File: src/rtl/adc_rd_pkg.sv
package adc_rd_pkg;

    localparam int CFG_W   = 14;
    localparam int FRAME_W = 16;
    localparam int CH_LSB  = 7;
    localparam int CH_W    = 3;

    typedef enum logic [1:0] {
        CT_IDLE   = 2'd0,
        CT_LAUNCH = 2'd1,
        CT_WAIT   = 2'd2
    } ctl_state_e;

    function automatic logic [CFG_W-1:0] startup_cfg(input logic [2:0] ref_sel);
        return {1'b1, 3'd7, 3'd0, 1'b1, ref_sel, 2'b00, 1'b1};
    endfunction

endpackage

File: src/rtl/adc_spi_shifter.sv
module adc_spi_shifter #(
    parameter int FRAME_W = 16,
    parameter int DIV     = 2
) (
    input  logic               clk,
    input  logic               rst_n,
    input  logic               start,
    input  logic [FRAME_W-1:0] tx_word,
    output logic [FRAME_W-1:0] rx_word,
    output logic               done,
    output logic               idle,
    output logic               sclk,
    output logic               cs_n,
    output logic               mosi,
    input  logic               miso
);
    localparam int DW = (DIV > 1) ? $clog2(DIV) : 1;
    localparam int BW = $clog2(FRAME_W + 1);

    typedef struct packed {
        logic               busy;
        logic               sclk;
        logic               cs_n;
        logic               done;
        logic [DW-1:0]      div;
        logic [BW-1:0]      bitn;
        logic [FRAME_W-1:0] tx;
        logic [FRAME_W-1:0] rx;
    } shf_t;

    shf_t s_d, s_q;

    always_comb begin
        s_d      = s_q;
        s_d.done = 1'b0;
        if (!s_q.busy) begin
            if (start) begin
                s_d.busy = 1'b1;
                s_d.cs_n = 1'b0;
                s_d.sclk = 1'b0;
                s_d.div  = '0;
                s_d.bitn = '0;
                s_d.tx   = tx_word;
                s_d.rx   = '0;
            end
        end else if (s_q.div == DW'(DIV - 1)) begin
            s_d.div = '0;
            if (!s_q.sclk) begin
                s_d.sclk = 1'b1;
                s_d.rx   = {s_q.rx[FRAME_W-2:0], miso};
            end else begin
                s_d.sclk = 1'b0;
                if (s_q.bitn == BW'(FRAME_W - 1)) begin
                    s_d.busy = 1'b0;
                    s_d.cs_n = 1'b1;
                    s_d.done = 1'b1;
                end else begin
                    s_d.bitn = s_q.bitn + BW'(1);
                    s_d.tx   = {s_q.tx[FRAME_W-2:0], 1'b0};
                end
            end
        end else begin
            s_d.div = s_q.div + DW'(1);
        end
    end

    always_ff @(posedge clk or negedge rst_n) begin
        if (!rst_n) begin
            s_q      <= '0;
            s_q.cs_n <= 1'b1;
        end else begin
            s_q <= s_d;
        end
    end

    assign rx_word = s_q.rx;
    assign done    = s_q.done;
    assign idle    = !s_q.busy;
    assign sclk    = s_q.sclk;
    assign cs_n    = s_q.cs_n;
    assign mosi    = s_q.tx[FRAME_W-1];

    // clock parked low outside a frame
    p_sclk_low_idle_r2: assert property (@(posedge clk) disable iff (!rst_n)
        cs_n |-> !sclk);
    // chip select stays low from one cycle to the next until the frame ends
    p_cs_held_r2: assert property (@(posedge clk) disable iff (!rst_n)
        (!cs_n && !done) |=> (!cs_n || done));

endmodule

File: src/rtl/adc_gap_timer.sv
module adc_gap_timer #(
    parameter int GAP_CYC = 8
) (
    input  logic clk,
    input  logic rst_n,
    input  logic trig,
    output logic busy
);
    localparam int GW = $clog2(GAP_CYC + 1);

    logic [GW-1:0] cnt_d, cnt_q;

    always_comb begin
        cnt_d = cnt_q;
        if (trig) begin
            cnt_d = GW'(GAP_CYC);
        end else if (cnt_q != '0) begin
            cnt_d = cnt_q - GW'(1);
        end
    end

    always_ff @(posedge clk or negedge rst_n) begin
        if (!rst_n) cnt_q <= '0;
        else        cnt_q <= cnt_d;
    end

    assign busy = (cnt_q != '0);

    // a trigger always opens a busy window
    p_gap_opens_r6: assert property (@(posedge clk) disable iff (!rst_n)
        trig |=> busy);

endmodule

File: src/rtl/adc_chan_reader.sv
module adc_chan_reader
    import adc_rd_pkg::*;
#(
    parameter int          RES        = 16,
    parameter int          NCH        = 8,
    parameter int          SCLK_DIV   = 2,
    parameter int          CYC_PER_US = 4,
    parameter int          GAP_US     = 2,
    parameter logic [2:0]  REF_SEL    = 3'd1,
    localparam int         CHW        = $clog2(NCH)
) (
    input  logic             clk,
    input  logic             rst_n,
    input  logic             req_valid,
    output logic             req_ready,
    input  logic [CHW-1:0]   req_chan,
    output logic             rsp_done,
    output logic [RES-1:0]   rsp_data,
    input  logic             dbg_we,
    input  logic [CFG_W-1:0] dbg_wdata,
    output logic [CFG_W-1:0] dbg_rdata,
    output logic             sclk,
    output logic             cs_n,
    output logic             mosi,
    input  logic             miso
);
    localparam int GAP_CYC    = GAP_US * CYC_PER_US;
    localparam int PAD        = FRAME_W - RES;
    localparam int INIT_FRAMES = 5;

    typedef struct packed {
        ctl_state_e       st;
        logic [CFG_W-1:0] cfg;
        logic [CHW-1:0]   last_ch;
        logic [CHW-1:0]   cur_ch;
        logic [2:0]       left;
        logic             is_read;
        logic             start;
        logic             done;
        logic [RES-1:0]   data;
    } ctl_t;

    ctl_t c_d, c_q;

    logic               shf_idle, shf_done, gap_busy;
    logic [FRAME_W-1:0] shf_rx;
    logic               accept;

    assign req_ready = (c_q.st == CT_IDLE) && !dbg_we;
    assign accept    = req_valid && req_ready;

    always_comb begin
        c_d       = c_q;
        c_d.start = 1'b0;
        c_d.done  = 1'b0;
        unique case (c_q.st)
            CT_IDLE: begin
                if (dbg_we) begin
                    c_d.cfg     = dbg_wdata;
                    c_d.left    = 3'd1;
                    c_d.is_read = 1'b0;
                    c_d.st      = CT_LAUNCH;
                end else if (req_valid) begin
                    c_d.cfg[CH_LSB +: CH_W] = CH_W'(req_chan);
                    c_d.cur_ch  = req_chan;
                    c_d.left    = (req_chan == c_q.last_ch) ? 3'd2 : 3'd3;
                    c_d.is_read = 1'b1;
                    c_d.st      = CT_LAUNCH;
                end
            end
            CT_LAUNCH: begin
                if (shf_idle && !gap_busy) begin
                    c_d.start = 1'b1;
                    c_d.st    = CT_WAIT;
                end
            end
            CT_WAIT: begin
                if (shf_done) begin
                    if (c_q.left == 3'd1) begin
                        c_d.st = CT_IDLE;
                        if (c_q.is_read) begin
                            c_d.data    = RES'(shf_rx >> PAD);
                            c_d.done    = 1'b1;
                            c_d.last_ch = c_q.cur_ch;
                        end
                    end else begin
                        c_d.left = c_q.left - 3'd1;
                        c_d.st   = CT_LAUNCH;
                    end
                end
            end
            default: c_d.st = CT_IDLE;
        endcase
    end

    always_ff @(posedge clk or negedge rst_n) begin
        if (!rst_n) begin
            c_q      <= '0;
            c_q.st   <= CT_LAUNCH;
            c_q.cfg  <= startup_cfg(REF_SEL);
            c_q.left <= 3'(INIT_FRAMES);
        end else begin
            c_q <= c_d;
        end
    end

    adc_spi_shifter #(
        .FRAME_W (FRAME_W),
        .DIV     (SCLK_DIV)
    ) u_shifter (
        .clk     (clk),
        .rst_n   (rst_n),
        .start   (c_q.start),
        .tx_word ({c_q.cfg, 2'b00}),
        .rx_word (shf_rx),
        .done    (shf_done),
        .idle    (shf_idle),
        .sclk    (sclk),
        .cs_n    (cs_n),
        .mosi    (mosi),
        .miso    (miso)
    );

    adc_gap_timer #(
        .GAP_CYC (GAP_CYC)
    ) u_gap (
        .clk   (clk),
        .rst_n (rst_n),
        .trig  (shf_done),
        .busy  (gap_busy)
    );

    assign rsp_done  = c_q.done;
    assign rsp_data  = c_q.data;
    assign dbg_rdata = c_q.cfg;

    // no frame is launched inside the idle gap
    p_start_after_gap_r6: assert property (@(posedge clk) disable iff (!rst_n)
        c_q.start |-> (!gap_busy && shf_idle));
    // the result strobe lasts one cycle
    p_done_pulse_r3: assert property (@(posedge clk) disable iff (!rst_n)
        rsp_done |=> !rsp_done);
    // after acceptance the controller is busy
    p_accept_busy_r7: assert property (@(posedge clk) disable iff (!rst_n)
        accept |=> !req_ready);
    // shadow is frozen while a frame is on the wire
    p_cfg_frozen_r9: assert property (@(posedge clk) disable iff (!rst_n)
        (!cs_n && $past(!cs_n)) |-> $stable(dbg_rdata));
    // last channel moves only together with the result
    p_last_ch_capture_r8: assert property (@(posedge clk) disable iff (!rst_n)
        (c_q.last_ch != $past(c_q.last_ch)) |-> rsp_done);

endmodule

File: config.mk
export PLATFORM = sky130hd
export DESIGN_NAME = adc_chan_reader
export DESIGN_NICKNAME = d
export VERILOG_FILES = /design/src/rtl/adc_rd_pkg.sv /design/src/rtl/adc_spi_shifter.sv /design/src/rtl/adc_gap_timer.sv /design/src/rtl/adc_chan_reader.sv
export SDC_FILE = /design/constraint.sdc
export NUM_CORES = 1
export LEC_CHECK = 0
export ABC_AREA = 1
export BUFFER_PORTS_ARGS = -buffer_cell sky130_fd_sc_hd__buf_4
export CORE_MARGIN = 3
export CORE_UTILIZATION = 61
export CTS_CLUSTER_SIZE = 14
export DETAILED_ROUTE_END_ITERATION = 10
export GPL_TIMING_DRIVEN = 0
export PLACE_DENSITY = 0.82
export SKIP_CTS_REPAIR_TIMING = 1
export SLEW_MARGIN = 5
export SYNTH_ARGS = -nofsm -noshare
export SYNTH_HDL_FRONTEND = slang
export SYNTH_SLANG_ARGS = --single-unit
export TNS_END_PERCENT = 30
File: constraint.sdc
create_clock -name clk -period 2.58 [get_ports clk]
set_clock_uncertainty 0.1 [all_clocks]
set_input_delay 0.129 -clock clk [delete_from_list [all_inputs] [get_ports clk]]
set_output_delay 0.129 -clock clk [all_outputs]
set_load 0.01 [all_outputs]
## Word level (Yosys, flattened, before mapping)

Index checks and enable logic that the tools add are counted.

| operators by class | value |
|---|---|
| $add $sub $neg | 4 |
| equality and inequality tests | 14 |
| muxes and demuxes | 38 |
| bitwise logic cells | 1 |
| reductions and logical operators | 21 |

Operators by type and width:

| kind | number |
|---|---|
| $mux W38 | 2 |
| $mux W17 | 4 |
| $mux W21 | 2 |
| $mux W37 | 1 |
| $mux W4 | 5 |
| $mux W3 | 6 |
| $mux W16 | 1 |
| $reduce_and A4 Y1 | 4 |
| $ne A2 B2 Y1 const B | 7 |
| $mux W2 | 6 |
| $mux W1 | 9 |
| $reduce_and A3 Y1 | 3 |
| $reduce_bool A2 Y1 | 4 |
| $pmux W2 S3 | 1 |
| $pmux W3 S2 | 1 |
| $reduce_and A2 Y1 | 3 |
| $add A5 B1 Y5 const B | 1 |
| $eq A5 B4 Y1 const B | 1 |
| $reduce_bool A4 Y1 | 1 |
| $sub A4 B1 Y4 const B | 1 |
| $eq A3 B1 Y1 const B | 1 |
| $eq A3 B3 Y1 | 1 |
| $logic_not A1 Y1 | 3 |
| $ne A3 B3 Y1 const B | 1 |
| 8 further kinds | 9 |

| word-level totals | value |
|---|---|
| flip-flop bits (word level) | 90 |
| bits of input ports | 22 |
| output and inout bits | 35 |
| logic and storage cells | 97 |

## Logic depth before layout (Yosys ltp)

Gate-level depths: netlist of run 1.

| logic depth | value |
|---|---|
| depth after elaboration | 5 |
| mapped depth | 10 |

## Cells and area by module

A second synthesis of run 1 with hierarchy kept.

| unflattened totals | value |
|---|---|
| cells, all modules | 510 |
| area, all modules | 4581.9 µm² |

Modules (own cells, without submodules):

| module | times used | cells each | area an instance (µm²) | seq. area each (µm²) |
|---|---|---|---|---|
| adc_chan_reader | 1 | 258 | 2202.1 | 1113.6 |
| adc_spi_shifter | 1 | 224 | 2158.3 | 1052.3 |
| adc_gap_timer | 1 | 28 | 221.5 | 100.1 |

## Worst setup path before layout of run 1

No wires, ideal clock.

| path | value |
|---|---|
| path kind | register to register |
| from | reg u_shifter.s_q[32] (netlist name) |
| to | reg u_shifter.s_q[35] (netlist name) |
| library setup time | 0.127 ns |
| arrival | 1.528 ns |
| setup slack | 0.826 ns |
| stages on the path, launching flop included | 10 |
| clock period less this slack | 1.754 ns |
| cells stage by stage | dfrtp_1 > ha_1 > nand2_1 > nor2_1 > ha_1 > o21ai_1 > nand2_2 > buf_4 > nand2_1 > o21ai_0 |

| on the way | value |
|---|---|
| cells in the longest elaborated chain, start to end | 5 |
| elaborated cells on any way between the ends | 8 |

RTL lines:

| element | line | text |
|---|---|---|
| start, declared | adc_spi_shifter.sv:31 | `shf_t s_d, s_q;` |
| $add A5 B1 Y5 | adc_spi_shifter.sv:58 | `s_d.bitn = s_q.bitn + BW'(1);` |
| $mux W21 | adc_spi_shifter.sv:53 | `if (s_q.bitn == BW'(FRAME_W - 1)) begin` |
| $mux W21 | adc_spi_shifter.sv:48 | `if (!s_q.sclk) begin` |
| $mux W37 | adc_spi_shifter.sv:46 | `end else if (s_q.div == DW'(DIV - 1)) begin` |
| $mux W38 | adc_spi_shifter.sv:36 | `if (!s_q.busy) begin` |

Parallel ways exist; a longest one is shown, timed or not. The select of a mux whose other input is x is not followed.
A chain may end at the register's enable or synchronous reset.

## Worst setup path after layout of run 1

Same ends and word-level chain as after synthesis.

==> impl_metrics.env, run 1 <==
export IMPL_start_util=0.6522
export IMPL_cts_tree="done"
export IMPL_post_drt_via_cell_ratio=5.165
export IMPL_setup_violations_final=0
export IMPL_crit_path_kind="reg2reg"
export IMPL_status="complete, but fails checks"
export IMPL_synthXorXnorAreaFrac=0.002178
export IMPL_holdCritPathClass="in2reg"
export IMPL_yosys_top_cells_area="sky130_fd_sc_hd__dfrtp_1 48%, sky130_fd_sc_hd__nand2_1 10%, sky130_fd_sc_hd__dfstp_2 7.2%, sky130_fd_sc_hd__buf_4 6.0%, sky130_fd_sc_hd__o21ai_0 5.5%"
export IMPL_fin_crit_sh=0.7673
export IMPL_number_of_antenna_violations_at_the_first_check_in_global_routing=0
export IMPL_worstSetupStartpointType="flop"
export IMPL_dpl_hpwl_um=5477
export IMPL_slew_violations=0
export IMPL_numCtsBuffers=9
export IMPL_timing_slew_headroom=0.2895
export IMPL_rsz0062_at_grt="false"
export IMPL_worst_max_slew_pin_slew_ns=1.066
export IMPL_finalHoldViolCount=1
export IMPL_placed_area_mm2=0.004536
export IMPL_synth_area_per_cell_um2=9.223
export IMPL_max_clk_rate_mhz=505.2
export IMPL_worstPathMaxFanout=10
export IMPL_fin_crit_ns=1.980
export IMPL_synth_top_family_by_area="simple AND/OR/NAND/NOR gates"
export IMPL_die_x_um=87.20
export IMPL_fin_setup_tns_ns=0
export IMPL_gr_usage_met2=0.3713
export IMPL_finish_instance_area_mm2=0.004898
export IMPL_count_of_yosys_warnings_during_synthesis=0
export IMPL_die_area_mm2=0.007603
export IMPL_drc_violation_total_after_the_first_tritonroute_iteration=113
export IMPL_syn_area_mm2=0.004021
export IMPL_grt_overflow_total=0
export IMPL_placeableCoreArea_mm2=0.006166
export IMPL_worst_skew_pair_late_latency_ns=0.36
export IMPL_stdcell_count=599
export IMPL_timing_hold_ws_ns=-0.003799
export IMPL_synth_simple_gate_area_share=0.1593
export IMPL_post_synth_mux_area_share=0.02707
export IMPL_filler_cell_count=395
export IMPL_layout_drive_gt1_share=0.2786
export IMPL_lkg_pwr_nw=2.543
export IMPL_floorplan_io_pins=57
export IMPL_layout_common_cells="109 x sky130_fd_sc_hd__nand2_1, 88 x sky130_fd_sc_hd__buf_4, 77 x sky130_fd_sc_hd__dfrtp_1"
export IMPL_synth_top_cell_by_area="sky130_fd_sc_hd__dfrtp_1"
export IMPL_synth_largest_type_area_fraction=0.4792
export IMPL_die_h_um=87.20
export IMPL_maximum_clock_insertion_buffer_count=2
export IMPL_antennaDiodeCount=0
export IMPL_synth_compound_gate_area_share=0.1098
export IMPL_routedWlPerCell_um=13.36
export IMPL_clock_sinks=88
export IMPL_clock_root_buffer="sky130_fd_sc_hd__clkbuf_8"
export IMPL_dpl_cell_count=567
export IMPL_wire_length_of_the_first_global_routing_pass_um=13260
export IMPL_crit_path_end_kind="flop"
export IMPL_finalNetCount=546
export IMPL_clock_tree_htree_level_count=3
export IMPL_first_pass_iters=4
export IMPL_grt_total_usage=0.2235
export IMPL_place_congestion=0.8094
export IMPL_power_density_mw_per_mm2=507.9
export IMPL_grt_max_degree=89
export IMPL_ys_ff_latch=88
export IMPL_synthesized_area_fraction_occupied_by_adder_cells=0.01556
export IMPL_area_growth_syn_to_layout_pct=21.81
export IMPL_detail_route_antenna_nets=0
export IMPL_drc=0
export IMPL_cap_viol_max_count=0
export IMPL_wl_um=8001
export IMPL_grt_met1_usage=0.2820
export IMPL_sequential_cell_area_fraction_in_the_yosys_report=0.5510
export IMPL_synth_cell_type_count=30
export IMPL_first_global_vias=3029
export IMPL_syn_inst=436
export IMPL_layout_commonest_cell="sky130_fd_sc_hd__nand2_1"
export IMPL_arrival_ns=2.12
export IMPL_max_vdd_ir_drop_uv=346.7
export IMPL_port_buffer_count=56
export IMPL_fp_row_count=28
export IMPL_required_ns=2.72
export IMPL_busiest_layer="met2"
export IMPL_violated_checks="hold timing"
export IMPL_syn_nets=463
export IMPL_clk_pin_slew_worst_paths_ns=0.09
export IMPL_vias=3094
export IMPL_global_route_track_usage_on_met3=0.03879
==> kinds of logic (layout without fill, tap and decap cells) <==
kind of cell / Yosys count / in the layout
xor gates and xnor gates: 1 / 1
buffers and inverters: 102 / 190
adders and majority gates: 5 / 5
DFF: 88 / 88
and+or+nand+nor: 152 / 152
muxes: 8 / 8
AOI/OAI and AO/OA: 80 / 80
==> metrics by stage <==
stage            util  power [mW]  setup slack (ns)  hold WS (ns)
2_1_floorplan       -       1.462            0.8256       -0.2666
3_3_place_gp   0.7356       1.528            0.7023        0.2605
3_5_place_dp   0.7356       1.531            0.5896        0.2643
4_1_cts        0.7685       2.487            0.5850       -0.1148
5_1_grt        0.7944       2.583            0.4699      0.009102
6_report       0.7944       2.488            0.6005     -0.003799
==> routing by layer <==
| metal | vias up | part of all wire |
|---|---|---|
| met5 | - | 0 |
| met4 | 0 | 0.026 |
| met1 | 1479 | 0.44 |
| met2 | 78 | 0.49 |
| li1 | 1519 | - |
| met3 | 18 | 0.041 |
==> cell usage after synthesis <==
master,count
sky130_fd_sc_hd__nand2_2,7
sky130_fd_sc_hd__buf_4,32
sky130_fd_sc_hd__o22ai_1,15
sky130_fd_sc_hd__dfstp_2,11
sky130_fd_sc_hd__o211ai_1,4
sky130_fd_sc_hd__clkbuf_1,3
sky130_fd_sc_hd__nand2_1,109
sky130_fd_sc_hd__inv_2,4
sky130_fd_sc_hd__o22ai_2,1
sky130_fd_sc_hd__buf_6,5
sky130_fd_sc_hd__mux2_2,5
sky130_fd_sc_hd__mux2i_4,1
sky130_fd_sc_hd__xnor2_1,1
sky130_fd_sc_hd__nor2_1,19
sky130_fd_sc_hd__nor2_2,2
sky130_fd_sc_hd__o21ai_0,44
sky130_fd_sc_hd__nand4_4,1
sky130_fd_sc_hd__nand3b_1,1
sky130_fd_sc_hd__o21ai_1,7
sky130_fd_sc_hd__nand4_1,3
sky130_fd_sc_hd__o31ai_1,1
sky130_fd_sc_hd__dfrtp_1,77
sky130_fd_sc_hd__buf_2,2
sky130_fd_sc_hd__a211oi_1,1
sky130_fd_sc_hd__a21oi_1,7
sky130_fd_sc_hd__inv_1,56
sky130_fd_sc_hd__ha_1,5
sky130_fd_sc_hd__nor2_4,1
sky130_fd_sc_hd__nand3_1,9
sky130_fd_sc_hd__mux2_4,2
==> power by group <==
group / leakage [nW] / switching, mW / internal (mW)
combinational: 1.34 / 0.0613 / 0.0564
clock: 0.0925 / 0.511 / 0.455
sequential: 1.11 / 0.00748 / 1.40
==> final timing paths <==
check | startpoint | to | slack (ns) | depth (start not counted)
worst min-delay path | req_chan[2] | c_q[24] | -0.004 | 3
worst max-delay path | u_shifter.s_q[32] | u_shifter.s_q[35] | 0.60 | 9
min in group asynchronous | rst_n | c_q[26] | 0.39 | 2
max in group asynchronous | rst_n | u_shifter.s_q[18] | 1.28 | 2
worst min register to register | c_q[23] | c_q[26] | 0.38 | 2
worst max register to register | u_shifter.s_q[32] | u_shifter.s_q[35] | 0.60 | 9
==> registers in the layout (all words and copies together), names as in the netlist <==
register and count:
dbg_rdata 14, u_shifter.s_q 20, c_q 13, u_shifter.rx_word 16, u_gap.cnt_q 4, rsp_data 16
u_shifter.sclk 1, u_shifter.mosi 1, u_shifter.done 1, rsp_done 1, u_shifter.cs_n 1
==> layout make-up <==
cell class	count	area [um^2]	share of cell area
Sequential cell	88	2216	0.4524
Tap cell	75	93.84	0.01916
Multi-Input combinational cell	246	1262	0.2577
Inverter	60	225.2	0.04598
Clock inverter	7	78.83	0.01609
Buffer	42	317.8	0.06488
Timing Repair Buffer	72	580.6	0.1185
Clock buffer	9	123.9	0.02529
==> worst max-delay path: stages, from the launching register on <==
cell and delay, ns:
sky130_fd_sc_hd__dfrtp_1 0.46, sky130_fd_sc_hd__ha_1 0.25, sky130_fd_sc_hd__nand2_1 0.09, sky130_fd_sc_hd__nor2_1 0.05, sky130_fd_sc_hd__ha_1 0.19, sky130_fd_sc_hd__o21ai_1 0.25, sky130_fd_sc_hd__nand2_2 0.14, sky130_fd_sc_hd__buf_4 0.20
sky130_fd_sc_hd__nand2_1 0.06, sky130_fd_sc_hd__o21ai_0 0.07
No activity file was read; power rests on OpenSTA's default activity.
==> run 2, diff against run 1 <==
CORE_UTILIZATION = 51   (was 61)
PLACE_DENSITY = 0.73   (was 0.82)
clock period = 1.75 ns   (was 2.58 ns; I/O delays follow)
==> run 2 against run 1 <==
Effect of this change:
- the run ends with setup timing left
- critical path depth stayed put
- worst hold slack improved by 0.028 ns
- count of clock-buffer cells in the layout grew 1
- clock power increased by 49%
- core utilization decreased by 11 points
- largest power group unchanged
- highest routed layer unchanged
==> impl_metrics.env, run 2 (synthesis results as in run 1) <==
export IMPL_status="complete, but fails checks"
export IMPL_violated_checks="setup timing"
export IMPL_lkg_pwr_nw=2.621
export IMPL_layout_drive_gt1_share=0.3121
export IMPL_power_density_mw_per_mm2=725.1
export IMPL_worstHoldStart="req_valid"
export IMPL_start_util=0.5400
export IMPL_clock_root_buffer="sky130_fd_sc_hd__clkbuf_8"
export IMPL_post_drt_via_cell_ratio=4.891
export IMPL_setup_violations_final=1
export IMPL_seqPwrFrac=0.561
export IMPL_vias=3101
export IMPL_first_global_vias=2965
export IMPL_clock_tree_htree_level_count=3
export IMPL_rsz0062_at_grt="true"
export IMPL_first_pass_iters=4
export IMPL_worstSetupStartpointType="flop"
export IMPL_antennaDiodeCount=0
export IMPL_clk_pin_slew_worst_paths_ns=0.09
export IMPL_detail_route_antenna_nets=0
export IMPL_largest_register_ffs=20
export IMPL_routedWlPerCell_um=12.80
export IMPL_area_growth_syn_to_layout_pct=26.42
export IMPL_fin_crit_sh=1.005
export IMPL_power_report_internal_total_mw=2.850
export IMPL_layout_commonest_cell="sky130_fd_sc_hd__nand2_1"
export IMPL_worstPathMaxFanout=10
export IMPL_stdcell_count=634
export IMPL_critical_path_startpoint="u_shifter.s_q[32]"
export IMPL_arrival_ns=1.89
export IMPL_dpl_hpwl_um=5440
export IMPL_grt_total_usage=0.1867
export IMPL_crit_path_end_kind="flop"
export IMPL_regMostFlops="u_shifter.s_q"
export IMPL_slew_violations=0
export IMPL_filler_cell_count=604
export IMPL_grt_overflow_total=0
export IMPL_wire_length_of_the_first_global_routing_pass_um=13190
export IMPL_timing_hold_ws_ns=0.02382
export IMPL_tot_pwr_mw=3.686
export IMPL_drc=0
export IMPL_placed_area_mm2=0.004569
export IMPL_numCtsBuffers=9
export IMPL_floorplan_io_pins=57
export IMPL_holdCritPathClass="in2reg"
export IMPL_finalHoldViolCount=0
export IMPL_fin_crit_ns=1.758
export IMPL_worst_max_slew_pin_slew_ns=1.079
export IMPL_switching_share=0.2269
export IMPL_finalNetCount=557
export IMPL_clock_sinks=88
export IMPL_final_critical_path_setup_slack_ns=-0.008071
export IMPL_critical_path_reg2reg_startpoint="u_shifter.s_q[32]"
export IMPL_port_buffer_count=56
export IMPL_dp_slack_ns=-0.1237
export IMPL_max_clk_rate_mhz=568.8
export IMPL_combPwrFrac=0.049
export IMPL_grt_max_degree=89
export IMPL_dpl_cell_count=591
export IMPL_finish_instance_area_mm2=0.005084
export IMPL_die_area_mm2=0.008986
export IMPL_maximum_clock_insertion_buffer_count=2
export IMPL_timing_slew_headroom=0.2806
export IMPL_die_h_um=94.80
export IMPL_clockPowerShare=0.390
export IMPL_netSwitchingPower_uw=836.2
export IMPL_placeableCoreArea_mm2=0.007447
export IMPL_drc_violation_total_after_the_first_tritonroute_iteration=123
export IMPL_required_ns=1.88
export IMPL_worst_skew_pair_late_latency_ns=0.36
export IMPL_fp_row_count=31
export IMPL_wl_um=8115
export IMPL_number_of_antenna_violations_at_the_first_check_in_global_routing=0
export IMPL_die_x_um=94.80
export IMPL_layout_common_cells="105 x sky130_fd_sc_hd__nand2_1, 94 x sky130_fd_sc_hd__buf_4, 75 x sky130_fd_sc_hd__dfrtp_1"
export IMPL_cap_viol_max_count=0
export IMPL_crit_path_kind="reg2reg"
export IMPL_cts_tree="done"
export IMPL_place_congestion=0.7800
export IMPL_max_vdd_ir_drop_uv=517.2
## run 2: cell types whose count changed in the layout (fill, tap and decap cells not counted), sizes merged
| cell | delta |
|---|---|
| inv | -1 |
| clkinv | +3 |
| buf | +8 |
| dlygate4sd3 | +3 |
| clkbuf | +1 |
| clkinvlp | -3 |
## run 2: per-stage QoR
stage                       TNS, ns  utilization
after CTS                    -2.002       0.6410
after global routing        -0.9395       0.6826
after floorplan                   0            -
final                     -0.008071       0.6826
after detailed placement     -1.749       0.6136
after global placement       -1.215       0.6136
## run 2: layout make-up
cell class	instances	area, um^2	area share
clock buffer	10	137.6	0.02707
sequential	88	2218	0.4364
inverter	60	227.7	0.04479
tap	99	123.9	0.02437
buffer	42	331.6	0.06522
clock inverter	6	66.31	0.01304
timing repair buffer	83	674.4	0.1327
multi-input combinational	246	1304	0.2565
## run 2: per-layer routing
metal | up-vias | global-route usage | part of all wire | wire length (um)
met1 | 1486 | 0.2406 | 0.45 | 3636
met4 | 0 | 0.05529 | 0.0070 | 57
li1 | 1551 | - | - | -
met2 | 57 | 0.3089 | 0.51 | 4113
met5 | - | 0 | 0 | 0
met3 | 7 | 0.05100 | 0.038 | 308
## run 2: final timing paths
| kind | endpoint | slack [ns] | cells after the start |
|---|---|---|---|
| max reg2reg | u_shifter.s_q[35] | -0.008 | 9 |
| min reg2reg | c_q[27] | 0.38 | 2 |
| min | c_q[18] | 0.02 | 4 |
| max in group asynchronous | u_shifter.s_q[33] | 0.44 | 2 |
| max | u_shifter.s_q[35] | -0.008 | 9 |
| min in group asynchronous | dbg_rdata[5] | 0.35 | 2 |
## run 2: worst max-delay path: stages (launching register included)
cell                      delay, ns
sky130_fd_sc_hd__dfrtp_2       0.46
sky130_fd_sc_hd__ha_4          0.18
sky130_fd_sc_hd__nand2_2       0.07
sky130_fd_sc_hd__nor2_2        0.04
sky130_fd_sc_hd__ha_2          0.18
sky130_fd_sc_hd__o21ai_2       0.15
sky130_fd_sc_hd__nand2_2       0.13
sky130_fd_sc_hd__buf_6         0.17
sky130_fd_sc_hd__nand2_1       0.07
sky130_fd_sc_hd__o21ai_0       0.09
## run 2: power groups by stage
| stage | logic, mW | clock network (mW) | registers (mW) |
|---|---|---|---|
| after floorplan | 0.0500 | 0 | 2.11 |
| after global placement | 0.147 | 0 | 2.11 |
| after detailed placement | 0.150 | 0 | 2.11 |
| after CTS | 0.150 | 1.47 | 2.07 |
| after global routing | 0.202 | 1.56 | 2.07 |
| final | 0.180 | 1.44 | 2.07 |
==> run 3, diff against run 2 <==
PLACE_DENSITY = 0.79   (was 0.73)
clock period = 1.45 ns   (was 1.75 ns; I/O delays follow)
==> run 3 against run 2 <==
Effect of this change:
- the flow finishes with violations (hold timing, setup timing)
- power increased by 28%
- sequential power up 21%
- worst hold slack worse by 0.22 ns
- fmax fell by 1.2%
- setup slack lost 0.32 ns
- critical path type unchanged
- highest routed layer unchanged
==> impl_metrics.env, run 3 (synthesis results as in run 1) <==
export IMPL_crit_path_cell_chain="ha_4, nand2_2, nor2_2, ha_2, o21ai_4, nand2_4, inv_6, clkbuf_16, mux2i_4"
export IMPL_clk_pin_slew_worst_paths_ns=0.09
export IMPL_crit_path_kind="reg2reg"
export IMPL_worstSetupStartpointType="flop"
export IMPL_power_density_mw_per_mm2=900.4
export IMPL_clock_sinks=88
export IMPL_timing_slew_headroom=0.2664
export IMPL_max_clk_rate_mhz=562.2
export IMPL_status="complete, but fails checks"
export IMPL_arrival_ns=1.93
export IMPL_crit_path_end_kind="flop"
export IMPL_multiInputGateArea_mm2=0.001400
export IMPL_grt_total_usage=0.1938
export IMPL_reg2reg_slack_ns=-0.33
export IMPL_required_ns=1.61
export IMPL_worstPathMaxFanout=5
export IMPL_timing_critical_path_slowest_cell_delay_ns=0.47
export IMPL_cap_viol_max_count=0
export IMPL_first_pass_iters=4
export IMPL_floorplan_io_pins=57
export IMPL_die_h_um=94.80
export IMPL_critical_path_reg2reg_startpoint="u_shifter.s_q[32]"
export IMPL_placed_area_mm2=0.004578
export IMPL_fin_crit_ns=1.779
export IMPL_lkg_pwr_nw=2.660
export IMPL_grt_overflow_total=0
export IMPL_violated_checks="hold timing, setup timing"
export IMPL_max_vdd_ir_drop_uv=690.4
export IMPL_seq_area_mm2=0.002218
export IMPL_port_buffer_count=56
export IMPL_critical_path_startpoint="u_shifter.s_q[32]"
export IMPL_place_congestion=0.7559
export IMPL_start_util=0.5400
export IMPL_r2r_end="u_shifter.s_q[32]"
export IMPL_maximum_clock_insertion_buffer_count=2
export IMPL_final_critical_path_setup_slack_ns=-0.3289
export IMPL_holdCritPathClass="in2async"
export IMPL_rsz0062_at_grt="true"
export IMPL_cts_tree="done"
export IMPL_dp_slack_ns=-0.3620
export IMPL_crit_slowest_cell="sky130_fd_sc_hd__dfrtp_2"
export IMPL_first_global_vias=3015
export IMPL_placeableCoreArea_mm2=0.007447
export IMPL_detail_route_antenna_nets=0
export IMPL_drc=0
export IMPL_fp_row_count=31
export IMPL_regMostFlops="u_shifter.s_q"
export IMPL_wire_length_of_the_first_global_routing_pass_um=13640
export IMPL_die_area_mm2=0.008986
export IMPL_reg2reg_depth=9
export IMPL_critical_path_capture_point="u_shifter.s_q[32]"
export IMPL_finalNetCount=556
export IMPL_setup_violations_final=41
export IMPL_wl_um=8839
export IMPL_number_of_antenna_violations_at_the_first_check_in_global_routing=0
export IMPL_slew_violations=0
export IMPL_layout_core_utilization=0.7021
export IMPL_layout_commonest_cell="sky130_fd_sc_hd__nand2_1"
export IMPL_layout_drive_gt1_share=0.3446
export IMPL_worst_skew_pair_late_latency_ns=0.36
export IMPL_worst_max_slew_pin_slew_ns=1.100
export IMPL_finish_instance_area_mm2=0.005229
export IMPL_clock_tree_htree_level_count=3
export IMPL_dpl_hpwl_um=5535
export IMPL_largest_register_ffs=20
export IMPL_die_x_um=94.80
export IMPL_fin_crit_sh=1.227
export IMPL_vias=3113
export IMPL_filler_cell_count=549
export IMPL_antennaDiodeCount=0
export IMPL_timing_hold_ws_ns=-0.1914
export IMPL_post_drt_via_cell_ratio=4.918
export IMPL_grt_max_degree=89
export IMPL_clock_root_buffer="sky130_fd_sc_hd__clkbuf_8"
export IMPL_area_growth_syn_to_layout_pct=30.02
export IMPL_layout_common_cells="97 x sky130_fd_sc_hd__nand2_1, 92 x sky130_fd_sc_hd__buf_4, 75 x sky130_fd_sc_hd__dfrtp_1"
export IMPL_numCtsBuffers=9
export IMPL_finalHoldViolCount=78
export IMPL_drc_violation_total_after_the_first_tritonroute_iteration=95
export IMPL_routedWlPerCell_um=13.96
## run 3: changes by cell type in the layout (fill, tap and decap cells not counted), sizes merged
cell	change
inv	+2
bufinv	+1
clkbuf	+2
clkinv	-3
buf	-1
dlygate4sd3	-2
## run 3: critical path: cells and delay by family (launching register included)
kind | cells | cell delay [ns]
flip-flops | 1 | 0.47
adder cells (fa/ha/maj) | 2 | 0.38
buffers and inverters | 2 | 0.25
AND/OR/NAND/NOR | 3 | 0.23
AO/OA/AOI/OAI | 1 | 0.19
multiplexers | 1 | 0.06
## run 3: worst min-delay path by stage
stage / startpoint / end / slack, ns
6_report: rst_n / u_shifter.rx_word[12] / -0.19
2_1_floorplan: rst_n / c_q[17] / -0.32
3_3_place_gp: dbg_wdata[5] / dbg_rdata[5] / 0.20
4_1_cts: dbg_wdata[5] / dbg_rdata[5] / -0.17
3_5_place_dp: dbg_wdata[5] / dbg_rdata[5] / 0.21
5_1_grt: rst_n / u_shifter.rx_word[12] / -0.11
## run 3: cell type report
cell class / instances / area share
flip-flops and latches: 88 / 0.4243
multi-input cells: 246 / 0.2678
repair buffers: 82 / 0.1302
plain buffers: 42 / 0.06461
inverters: 60 / 0.04451
clock buffers: 10 / 0.02632
well taps: 99 / 0.02369
clock inverters: 6 / 0.01866
## run 3: layer usage
layer / part of all wire / GRT usage / up-vias
li1: - / - / 1539
met4: 0.019 / 0.07933 / 0
met3: 0.033 / 0.02948 / 14
met5: 0 / 0 / -
met2: 0.52 / 0.3341 / 61
met1: 0.43 / 0.2437 / 1499
## run 3: report_power, final
| group | switching (mW) | total [mW] | internal (mW) | leakage (nW) |
|---|---|---|---|---|
| registers | 0.0147 | 2.50 | 2.48 | 1.11 |
| logic | 0.116 | 0.218 | 0.102 | 1.43 |
| clock network | 0.946 | 1.99 | 1.05 | 0.119 |
| total | 1.08 | 4.71 | 3.63 | 2.66 |
## run 3: through the flow
stage / total power, mW / hold WS [ns] / TNS, ns / instances
after global placement: 2.721 / 0.2034 / -9.973 / 591
final: 4.708 / -0.1914 / -7.682 / 633
after detailed placement: 2.727 / 0.2076 / -11.27 / 591
after floorplan: 2.602 / -0.3231 / -4.731 / 436
after global routing: 4.881 / -0.1138 / -10.54 / 633
after CTS: 4.690 / -0.1722 / -12.51 / 607
